===== src/rtl/wbuf_pkg.sv =====
package wbuf_pkg;
   typedef enum logic [1:0] {
      MP_IDLE  = 2'd0,
      MP_DRAIN = 2'd1,
      MP_READ  = 2'd2
   } mport_op_e;
endpackage


===== src/rtl/wbuf_fifo.sv =====
module wbuf_fifo #(
   parameter int AW    = 32,
   parameter int DW    = 32,
   parameter int DEPTH = 4,
   localparam int PW   = $clog2(DEPTH),
   localparam int CW   = PW + 1
) (
   input  logic                         clk,
   input  logic                         rst_n,
   input  logic                         push,
   input  logic [AW-1:0]                push_addr,
   input  logic [DW-1:0]                push_data,
   input  logic                         pop,
   output logic [DEPTH-1:0][AW-1:0]     slot_addr,
   output logic [DEPTH-1:0][DW-1:0]     slot_data,
   output logic [PW-1:0]                head_ptr,
   output logic [CW-1:0]                count,
   output logic [AW-1:0]                head_addr,
   output logic [DW-1:0]                head_data,
   output logic                         full,
   output logic                         empty
);
   logic [DEPTH-1:0][AW-1:0] addr_q;
   logic [DEPTH-1:0][DW-1:0] data_q;
   logic [PW-1:0]            wp_q, rp_q;
   logic [CW-1:0]            cnt_q;

   initial begin
      assert (DEPTH >= 2 && (DEPTH & (DEPTH - 1)) == 0)
         else $error("wbuf_fifo: DEPTH must be a power of two >= 2");
      assert (AW >= 1 && DW >= 1)
         else $error("wbuf_fifo: widths must be positive");
   end

   always_ff @(posedge clk or negedge rst_n) begin
      if (!rst_n) begin
         addr_q <= '0;
         data_q <= '0;
         wp_q   <= '0;
         rp_q   <= '0;
         cnt_q  <= '0;
      end else begin
         if (push) begin
            addr_q[wp_q] <= push_addr;
            data_q[wp_q] <= push_data;
            wp_q         <= wp_q + 1'b1;
         end
         if (pop) begin
            rp_q <= rp_q + 1'b1;
         end
         case ({push, pop})
            2'b10:   cnt_q <= cnt_q + 1'b1;
            2'b01:   cnt_q <= cnt_q - 1'b1;
            default: cnt_q <= cnt_q;
         endcase
      end
   end

   assign slot_addr = addr_q;
   assign slot_data = data_q;
   assign head_ptr  = rp_q;
   assign count     = cnt_q;
   assign head_addr = addr_q[rp_q];
   assign head_data = data_q[rp_q];
   assign full      = (cnt_q == CW'(DEPTH));
   assign empty     = (cnt_q == '0);

   assert_no_overflow_R3: assert property (@(posedge clk) disable iff (!rst_n)
      push |-> (!full || pop));
   assert_no_underflow_R2: assert property (@(posedge clk) disable iff (!rst_n)
      pop |-> !empty);
   assert_count_up_R2: assert property (@(posedge clk) disable iff (!rst_n)
      (push && !pop) |=> (count == $past(count) + 1'b1));
   assert_count_down_R2: assert property (@(posedge clk) disable iff (!rst_n)
      (pop && !push) |=> (count == $past(count) - 1'b1));
endmodule


===== src/rtl/wbuf_match.sv =====
module wbuf_match #(
   parameter int AW    = 32,
   parameter int DW    = 32,
   parameter int DEPTH = 4,
   localparam int PW   = $clog2(DEPTH),
   localparam int CW   = PW + 1
) (
   input  logic [DEPTH-1:0][AW-1:0] slot_addr,
   input  logic [DEPTH-1:0][DW-1:0] slot_data,
   input  logic [PW-1:0]            head_ptr,
   input  logic [CW-1:0]            count,
   input  logic [AW-1:0]            q_addr,
   output logic                     hit,
   output logic [DW-1:0]            hit_data
);
   logic [DEPTH-1:0] eq;

   genvar gi;
   generate
      for (gi = 0; gi < DEPTH; gi++) begin : g_cmp
         assign eq[gi] = (slot_addr[gi] == q_addr);
      end
   endgenerate

   // Walk from oldest to youngest; a later match overrides, so the youngest wins.
   always_comb begin
      logic [PW-1:0] s;
      hit      = 1'b0;
      hit_data = '0;
      s        = '0;
      for (int k = 0; k < DEPTH; k++) begin
         s = head_ptr + PW'(k);
         if (CW'(k) < count && eq[s]) begin
            hit      = 1'b1;
            hit_data = slot_data[s];
         end
      end
   end
endmodule


===== src/rtl/wbuf_arb.sv =====
module wbuf_arb
   import wbuf_pkg::*;
#(
   parameter int AW = 32,
   parameter int DW = 32
) (
   input  logic          clk,
   input  logic          rst_n,
   input  logic          rd_need,
   input  logic [AW-1:0] rd_addr,
   input  logic          drain_ok,
   input  logic [AW-1:0] head_addr,
   input  logic [DW-1:0] head_data,
   input  logic          mem_gnt,
   output logic          mem_req,
   output logic          mem_we,
   output logic [AW-1:0] mem_addr,
   output logic [DW-1:0] mem_wdata,
   output logic          pop,
   output logic          rd_mem_done
);
   mport_op_e op;

   always_comb begin
      if (rd_need)       op = MP_READ;
      else if (drain_ok) op = MP_DRAIN;
      else               op = MP_IDLE;
   end

   always_comb begin
      mem_req     = (op != MP_IDLE);
      mem_we      = (op == MP_DRAIN);
      mem_addr    = (op == MP_READ) ? rd_addr : head_addr;
      mem_wdata   = (op == MP_DRAIN) ? head_data : '0;
      pop         = (op == MP_DRAIN) && mem_gnt;
      rd_mem_done = (op == MP_READ) && mem_gnt;
   end

   assert_read_first_R5: assert property (@(posedge clk) disable iff (!rst_n)
      (rd_need && drain_ok) |-> (mem_req && !mem_we && !pop));
   assert_idle_quiet_R8: assert property (@(posedge clk) disable iff (!rst_n)
      (!rd_need && !drain_ok) |-> !mem_req);
   assert_one_done_R2: assert property (@(posedge clk) disable iff (!rst_n)
      $countones({pop, rd_mem_done}) <= 1);
endmodule


===== src/rtl/wbuf_bypass.sv =====
module wbuf_bypass #(
   parameter int AW    = 32,
   parameter int DW    = 32,
   parameter int DEPTH = 4
) (
   input  logic          clk,
   input  logic          rst_n,
   input  logic          st_valid,
   input  logic [AW-1:0] st_addr,
   input  logic [DW-1:0] st_data,
   output logic          st_ready,
   input  logic          rd_valid,
   input  logic [AW-1:0] rd_addr,
   output logic          rd_done,
   output logic [DW-1:0] rd_data,
   output logic          rd_fwd,
   output logic          mem_req,
   output logic          mem_we,
   output logic [AW-1:0] mem_addr,
   output logic [DW-1:0] mem_wdata,
   input  logic          mem_gnt,
   input  logic [DW-1:0] mem_rdata
);
   localparam int PW = $clog2(DEPTH);
   localparam int CW = PW + 1;

   logic [DEPTH-1:0][AW-1:0] slot_addr;
   logic [DEPTH-1:0][DW-1:0] slot_data;
   logic [PW-1:0]            head_ptr;
   logic [CW-1:0]            count;
   logic [AW-1:0]            head_addr;
   logic [DW-1:0]            head_data;
   logic                     full, empty, push, pop;
   logic                     hit, rd_need, rd_mem_done;
   logic [DW-1:0]            hit_data;

   wbuf_fifo #(.AW(AW), .DW(DW), .DEPTH(DEPTH)) u_fifo (
      .clk(clk), .rst_n(rst_n),
      .push(push), .push_addr(st_addr), .push_data(st_data),
      .pop(pop),
      .slot_addr(slot_addr), .slot_data(slot_data),
      .head_ptr(head_ptr), .count(count),
      .head_addr(head_addr), .head_data(head_data),
      .full(full), .empty(empty)
   );

   wbuf_match #(.AW(AW), .DW(DW), .DEPTH(DEPTH)) u_match (
      .slot_addr(slot_addr), .slot_data(slot_data),
      .head_ptr(head_ptr), .count(count),
      .q_addr(rd_addr), .hit(hit), .hit_data(hit_data)
   );

   assign rd_need = rd_valid && !hit;

   wbuf_arb #(.AW(AW), .DW(DW)) u_arb (
      .clk(clk), .rst_n(rst_n),
      .rd_need(rd_need), .rd_addr(rd_addr),
      .drain_ok(!empty), .head_addr(head_addr), .head_data(head_data),
      .mem_gnt(mem_gnt),
      .mem_req(mem_req), .mem_we(mem_we),
      .mem_addr(mem_addr), .mem_wdata(mem_wdata),
      .pop(pop), .rd_mem_done(rd_mem_done)
   );

   assign st_ready = !full || pop;
   assign push     = st_valid && st_ready;
   assign rd_fwd   = rd_valid && hit;
   assign rd_done  = rd_fwd || rd_mem_done;
   assign rd_data  = hit ? hit_data : mem_rdata;

   assert_full_stall_R3: assert property (@(posedge clk) disable iff (!rst_n)
      (full && !(mem_req && mem_we && mem_gnt)) |-> !st_ready);
   assert_full_drain_R4: assert property (@(posedge clk) disable iff (!rst_n)
      (mem_req && mem_we && mem_gnt) |-> st_ready);
   assert_fwd_no_read_R6: assert property (@(posedge clk) disable iff (!rst_n)
      rd_fwd |-> (rd_done && !(mem_req && !mem_we)));
   assert_read_hold_R5: assert property (@(posedge clk) disable iff (!rst_n)
      (rd_valid && !rd_done) |=> (rd_valid && $stable(rd_addr)));
   assert_empty_fwd_R7: assert property (@(posedge clk) disable iff (!rst_n)
      (count == '0) |-> !rd_fwd);
endmodule


===== config.mk =====
export PLATFORM = sky130hd
export DESIGN_NAME = wbuf_bypass
export DESIGN_NICKNAME = d
export VERILOG_FILES = /design/src/rtl/wbuf_pkg.sv /design/src/rtl/wbuf_fifo.sv /design/src/rtl/wbuf_match.sv /design/src/rtl/wbuf_arb.sv /design/src/rtl/wbuf_bypass.sv
export SDC_FILE = /design/constraint.sdc
export NUM_CORES = 1
export LEC_CHECK = 0
export ABC_AREA = 0
export BUFFER_PORTS_ARGS = -buffer_cell sky130_fd_sc_hd__buf_2
export CAP_MARGIN = 30
export CORE_MARGIN = 2
export CORE_UTILIZATION = 45
export CTS_CLUSTER_DIAMETER = 50
export CTS_CLUSTER_SIZE = 30
export DETAILED_ROUTE_END_ITERATION = 10
export PLACE_DENSITY_LB_ADDON = 0.12
export SLEW_MARGIN = 10
export SYNTH_ARGS = -nofsm -noshare
export SYNTH_HDL_FRONTEND = slang
export SYNTH_SLANG_ARGS = --single-unit

===== constraint.sdc =====
create_clock -name clk -period 6.4 [get_ports clk]
set_clock_uncertainty 0.1 [all_clocks]
set_input_delay 1.6 -clock clk [delete_from_list [all_inputs] [get_ports clk]]
set_output_delay 1.6 -clock clk [all_outputs]
set_load 0.05 [all_outputs]

# After elaboration in Yosys (flattened, before gate mapping)
# Cells that the tools add are included.
totals:
  regBits: 263
  in_bits: 133
  wordCells: 89
classes:
  addsub: 6
  order_cmp: 10
  eq_ne: 9
  n_mux: 36
  reduce_logical: 17
ops:
  columns: ["cell", "n"]
  rows:
  - ["32-bit two-way mux", 13]
  - ["32-bit binary-select mux with 2-bit select", 5]
  - ["128-bit bitwise mux", 2]
  - ["32-bit equality test", 4]
  - ["32-bit demux with 2-bit select", 1]
  - ["2-bit by 3-bit < comparator with 1-bit output (second input constant)", 5]
  - ["1-bit logical AND", 10]
  - ["1-bit two-way mux", 9]
  - ["1-bit binary-select mux with 2-bit select", 4]
  - ["1-bit by 3-bit < comparator with 1-bit output (first input constant)", 2]
  - ["2-bit by 3-bit < comparator with 1-bit output (first input constant)", 2]
  - ["3-bit one-hot mux with 2 select lines", 1]
  - ["2-bit by 1-bit adder with 2-bit output (second input constant)", 2]
  - ["2-bit adder (second input constant)", 2]
  - ["2-bit by 1-bit equality test with 1-bit output (second input constant)", 2]
  - ["2-bit equality test (second input constant)", 2]
  - ["2-bit nonzero test", 2]
  - ["3-bit by 1-bit adder with 3-bit output (second input constant)", 1]
  - ["3-bit equality test (second input constant)", 1]
  - ["3-bit zero test", 1]
  - ["3-bit by 1-bit subtractor with 3-bit output (second input constant)", 1]
  - ["2-bit by 1-bit >= comparator with 1-bit output (second input constant)", 1]
  - ["1-bit zero test", 2]
  - ["1-bit logical OR", 2]
  - ["2-bit two-way mux", 1]

# Depth between registers and ports, before layout
logic_depth:
  word_depth: 17
  depth_mapped: 15
  depth_no_buf: 12

# By module
# A second synthesis with hierarchy kept.
hier_totals:
  hier_cells: 1534
  hier_area_um2: 19074.5
modules_own_cells:
  columns: ["module", "instances", "cells_per_inst", "area_per_inst_um2"]
  rows:
  - ["wbuf_fifo", 1, 651, 11508.5]
  - ["wbuf_match", 1, 763, 6256.0]
  - ["wbuf_arb", 1, 78, 733.2]
  - ["wbuf_bypass", 1, 42, 576.8]

# Least setup slack after synthesis
# Ideal clock, no wire load.
synth_timing:
  kind: "input -> output"
  start: "in rd_addr[0]"
  end: "out rd_data[10]"
  arrival_time_ns: 4.649
  required_time_ns: 4.700
  path_slack_ns: 0.051
  path_stages: 11
  cell_sequence: "buf_2 > xor2_1 > nor4_1 > nand4_2 > nor3_1 > nor2_1 > a211oi_2 > clkbuf_1 > nor2_1 > o21a_1 > o21ai_0"
synth_between:
  elab_chain_len: 9
synth_lines:
  columns: ["element", "line_no", "rtl"]
  rows:
  - ["start: declaration", "wbuf_bypass.sv:13", "input logic [AW-1:0] rd_addr,"]
  - ["32-bit equality test", "wbuf_match.sv:21", "assign eq[gi] = (slot_addr[gi] == q_addr);"]
  - ["1-bit binary-select mux with 2-bit select", "wbuf_match.sv:33", "if (CW'(k) < count && eq[s]) begin"]
  - ["1-bit two-way mux (not written as such)", "wbuf_match.sv:33", null]
  - ["1-bit logical AND", "wbuf_match.sv:33", null]
  - ["32-bit two-way mux or 1-bit two-way mux (tied branches) (4 in series)", "wbuf_match.sv:33", null]
  - ["32-bit two-way mux (*)", "wbuf_bypass.sv:69", "assign rd_data = hit ? hit_data : mem_rdata;"]
  - ["end: declaration", "wbuf_bypass.sv:15", "output logic [DW-1:0] rd_data,"]
# Every way passes the cells marked *; elsewhere a longest branch is shown, timed or not. The select of a mux whose other input is x is not followed.

# Worst setup path in the final report
layout_timing:
  start: "in rd_addr[8]"
  end: "out rd_data[29]"
# Same word-level chain as after synthesis.

==> flow_metrics.tcl <==
set metrics [dict create \
    dr.pass1.iters 5 \
    place_worst_setup_slack_ns -0.144 \
    hold_viol 0 \
    layout-drive-gt1-share_pct 42.1 \
    fin_nets 1954 \
    syn_nets 1755 \
    fmax_mhz 160 \
    h-tree-depth 2 \
    initial_core_util_pct 45.5 \
    rsz0062_at_grt "false" \
    antenna_found_initial 9 \
    cts.sinks 263 \
    hold_path.class "flop to flop" \
    routed_wl_mm 49.0 \
    slew_headroom_pct 39.0 \
    coreArea_mm2 0.0386 \
    grt_max_degree 183 \
    fillers 3546 \
    synth_edf_count 0 \
    status "complete, no violations" \
    die_h_um 201 \
    final_cell_mix "dfrtp_1, mux2_2, buf_2" \
    multi_input_area_mm2 0.0101 \
    drc 0 \
    dp_hpwl_mm 32.6 \
    crit_arrival_ns 4.56 \
    first_global_vias 13318 \
    synthCells 1613 \
    cts_hold_buf 0 \
    synth_cell_types 41 \
    vias_per_cell 5.54 \
    synth_warnings 0 \
    synth-seq-area-share_pct 37.5 \
    drt_iter0_markers 668 \
    grt-ovfl-total 0 \
    finalSetupViolations 0 \
    leakagePower_nw 9.29 \
    die_w_um 201 \
    synth-seq-cells 263 \
    synth_area_mm2 0.0175 \
    die_area_mm2 0.0406 \
    end_kind "primary output" \
    cellPowerDensity_mw_per_mm2 596 \
    async_flop_share_pct 100 \
    areaGrowthSynthToFinish_pct 18.1 \
    cts_max_path_buffers 3 \
    path_cells "buf_2, buf_4, xor2_1, nor4_1, buf_4, nand4_1, nor4_1, buf_4, o41ai_4, buf_12, buf_4, a211oi_1, nor2_1, o21a_1, o21ai_0, buf_2" \
    cp_slowest_stage_delay_ns 0.34 \
    dp.cells 2285 \
    place.gp.congestion 0.825 \
    final_util_pct 53.7 \
    stdcell_count 2364 \
    vdd_drop_max_v 0.000385 \
    worstSkewPairLatency_ns 0.54 \
    power_w 0.0123 \
    clkSlewWorstSetupHoldPaths_ns 0.05 \
    worst_pin_slew_ns 0.915 \
    ant_nets 0 \
    setup_ws_ns 0.139 \
    crit_fanout 15 \
    cts_buffers 41 \
    worst-path-buf-inv 7 \
    vias 13107 \
    std_cell_rows 72 \
    grt_pass1_wl_mm 77.2 \
    period_needed_ns 6.26 \
    synth.avg_cell_area_um2 10.9 \
    final_common_cell "dfrtp_1" \
    clockRootBuffer "clkbuf_16" \
    wl_per_cell_um 20.7 \
    cts_tree "yes" \
    regArea_mm2 0.00659 \
    max_cap_viol_count 0 \
    worstPathRequired_ns 4.70 \
    path_common_cell "buf_4" \
    boundaryPins 234 \
    io_buffers 233 \
    fin_crit_sh_pct 97.8 \
    critPathLaunchType "primary input" \
    synth_flop_cell "dfrtp_1" \
    path_class "primary input to primary output" \
    cp_slowest_cell "nor4_1" \
    slew_violations 0 \
    crit_family "buffers and inverters" \
    grt_usage_pct 24.1 \
]
metrics by stage:
step           area, um2  setup TNS, ns  hold WS [ns]
6_report           20700              0         0.424
5_1_grt            20700              0         0.439
4_1_cts            20600              0         0.429
3_5_place_dp       19300         -0.767         0.414
3_3_place_gp       19300          -1.80         0.406
2_1_floorplan      17500              0         0.393
per-layer routing:
layer	GRT usage, %	share of wire, %
met5	0	0.11
met4	6.07	1.8
met3	4.31	4.9
met2	38.0	46
met1	34.4	47
logic make-up after synthesis:
kind of cell | count (synthesis) | synth area share [%]
and+or+nand+nor | 360 | 8.56
xor gates and xnor gates | 134 | 6.69
muxes | 450 | 33.0
DFF | 263 | 37.5
buffers and inverters | 152 | 5.18
AOI/OAI and AO/OA | 245 | 8.41
adders and majority gates | 9 | 0.642
cell usage after synthesis (2+ instances only):
cell type / n / area share (%)
a211oi_1: 32 / 1.4
a21boi_0: 2 / 0.086
a21oi_1: 67 / 1.9
a22o_1: 2 / 0.10
a22o_4: 2 / 0.20
and3_1: 4 / 0.14
buf_1: 18 / 0.38
buf_12: 14 / 1.6
buf_2: 34 / 0.97
buf_4: 16 / 0.68
clkbuf_1: 61 / 1.3
dfrtp_1: 263 / 38
ha_1: 9 / 0.64
inv_1: 8 / 0.17
mux2_2: 233 / 15
mux2_4: 120 / 10
mux2i_1: 65 / 3.7
mux4_2: 32 / 4.1
nand2_1: 133 / 2.8
nand3_1: 2 / 0.057
nand4_1: 7 / 0.25
nor2_1: 165 / 3.5
nor2b_1: 2 / 0.071
nor3_1: 7 / 0.20
nor4_1: 38 / 1.4
o21a_1: 32 / 1.4
o21ai_0: 99 / 2.8
xnor2_1: 5 / 0.25
xor2_1: 129 / 6.4
final timing paths:
| path | startpoint | endpoint | slack (ns) | cells after the start |
|---|---|---|---|---|
| worst max-delay path | rd_addr[8] | rd_data[29] | 0.14 | 16 |
| worst min-delay path | u_fifo.slot_data[20]$_DFFE_PN0P_ | u_fifo.slot_data[20]$_DFFE_PN0P_ | 0.42 | 1 |
| worst max register to register | u_fifo.slot_addr[64]$_DFFE_PN0P_ | u_fifo.slot_data[16]$_DFFE_PN0P_ | 2.28 | 14 |
| worst min register to register | u_fifo.slot_data[20]$_DFFE_PN0P_ | u_fifo.slot_data[20]$_DFFE_PN0P_ | 0.42 | 1 |
| max in group asynchronous | rst_n | u_fifo.head_ptr[1]$_DFFE_PN0P_ | 3.91 | 2 |
| min in group asynchronous | rst_n | u_fifo.slot_addr[5]$_DFFE_PN0P_ | 1.01 | 1 |
timing repair:
item                       4_1_cts  5_1_grt
gates resized for setup          5        9
setup buffers                    0        1
setup endpoints to repair       25       32
cloned                           0        0
pin swaps                        0        2
sequential cells by signal, summed over array words and instances (netlist names):
signal,count
u_fifo.slot_addr,128
u_fifo.slot_data,128
u_fifo.count,3
u_fifo.head_ptr,2
u_fifo.wp_q,2
report_power, final:
| group | total [W] | leakage, nW | switching (W) | internal (W) |
|---|---|---|---|---|
| logic | 0.00671 | 5.54 | 0.00362 | 0.00310 |
| clock network | 0.00220 | 0.644 | 0.000885 | 0.00131 |
| registers | 0.00344 | 3.11 | 0.000895 | 0.00254 |
area by class of cell:
class	count	share of cell area, %
Antenna cell	4	0.0483
Clock buffer	50	5.40
Clock inverter	23	1.03
Inverter	8	0.145
Multi-Input combinational cell	1198	49.0
Sequential cell	263	31.8
Tap cell	518	3.13
Timing Repair Buffer	300	9.49
Note: power is estimated with default switching activity, not from simulation.
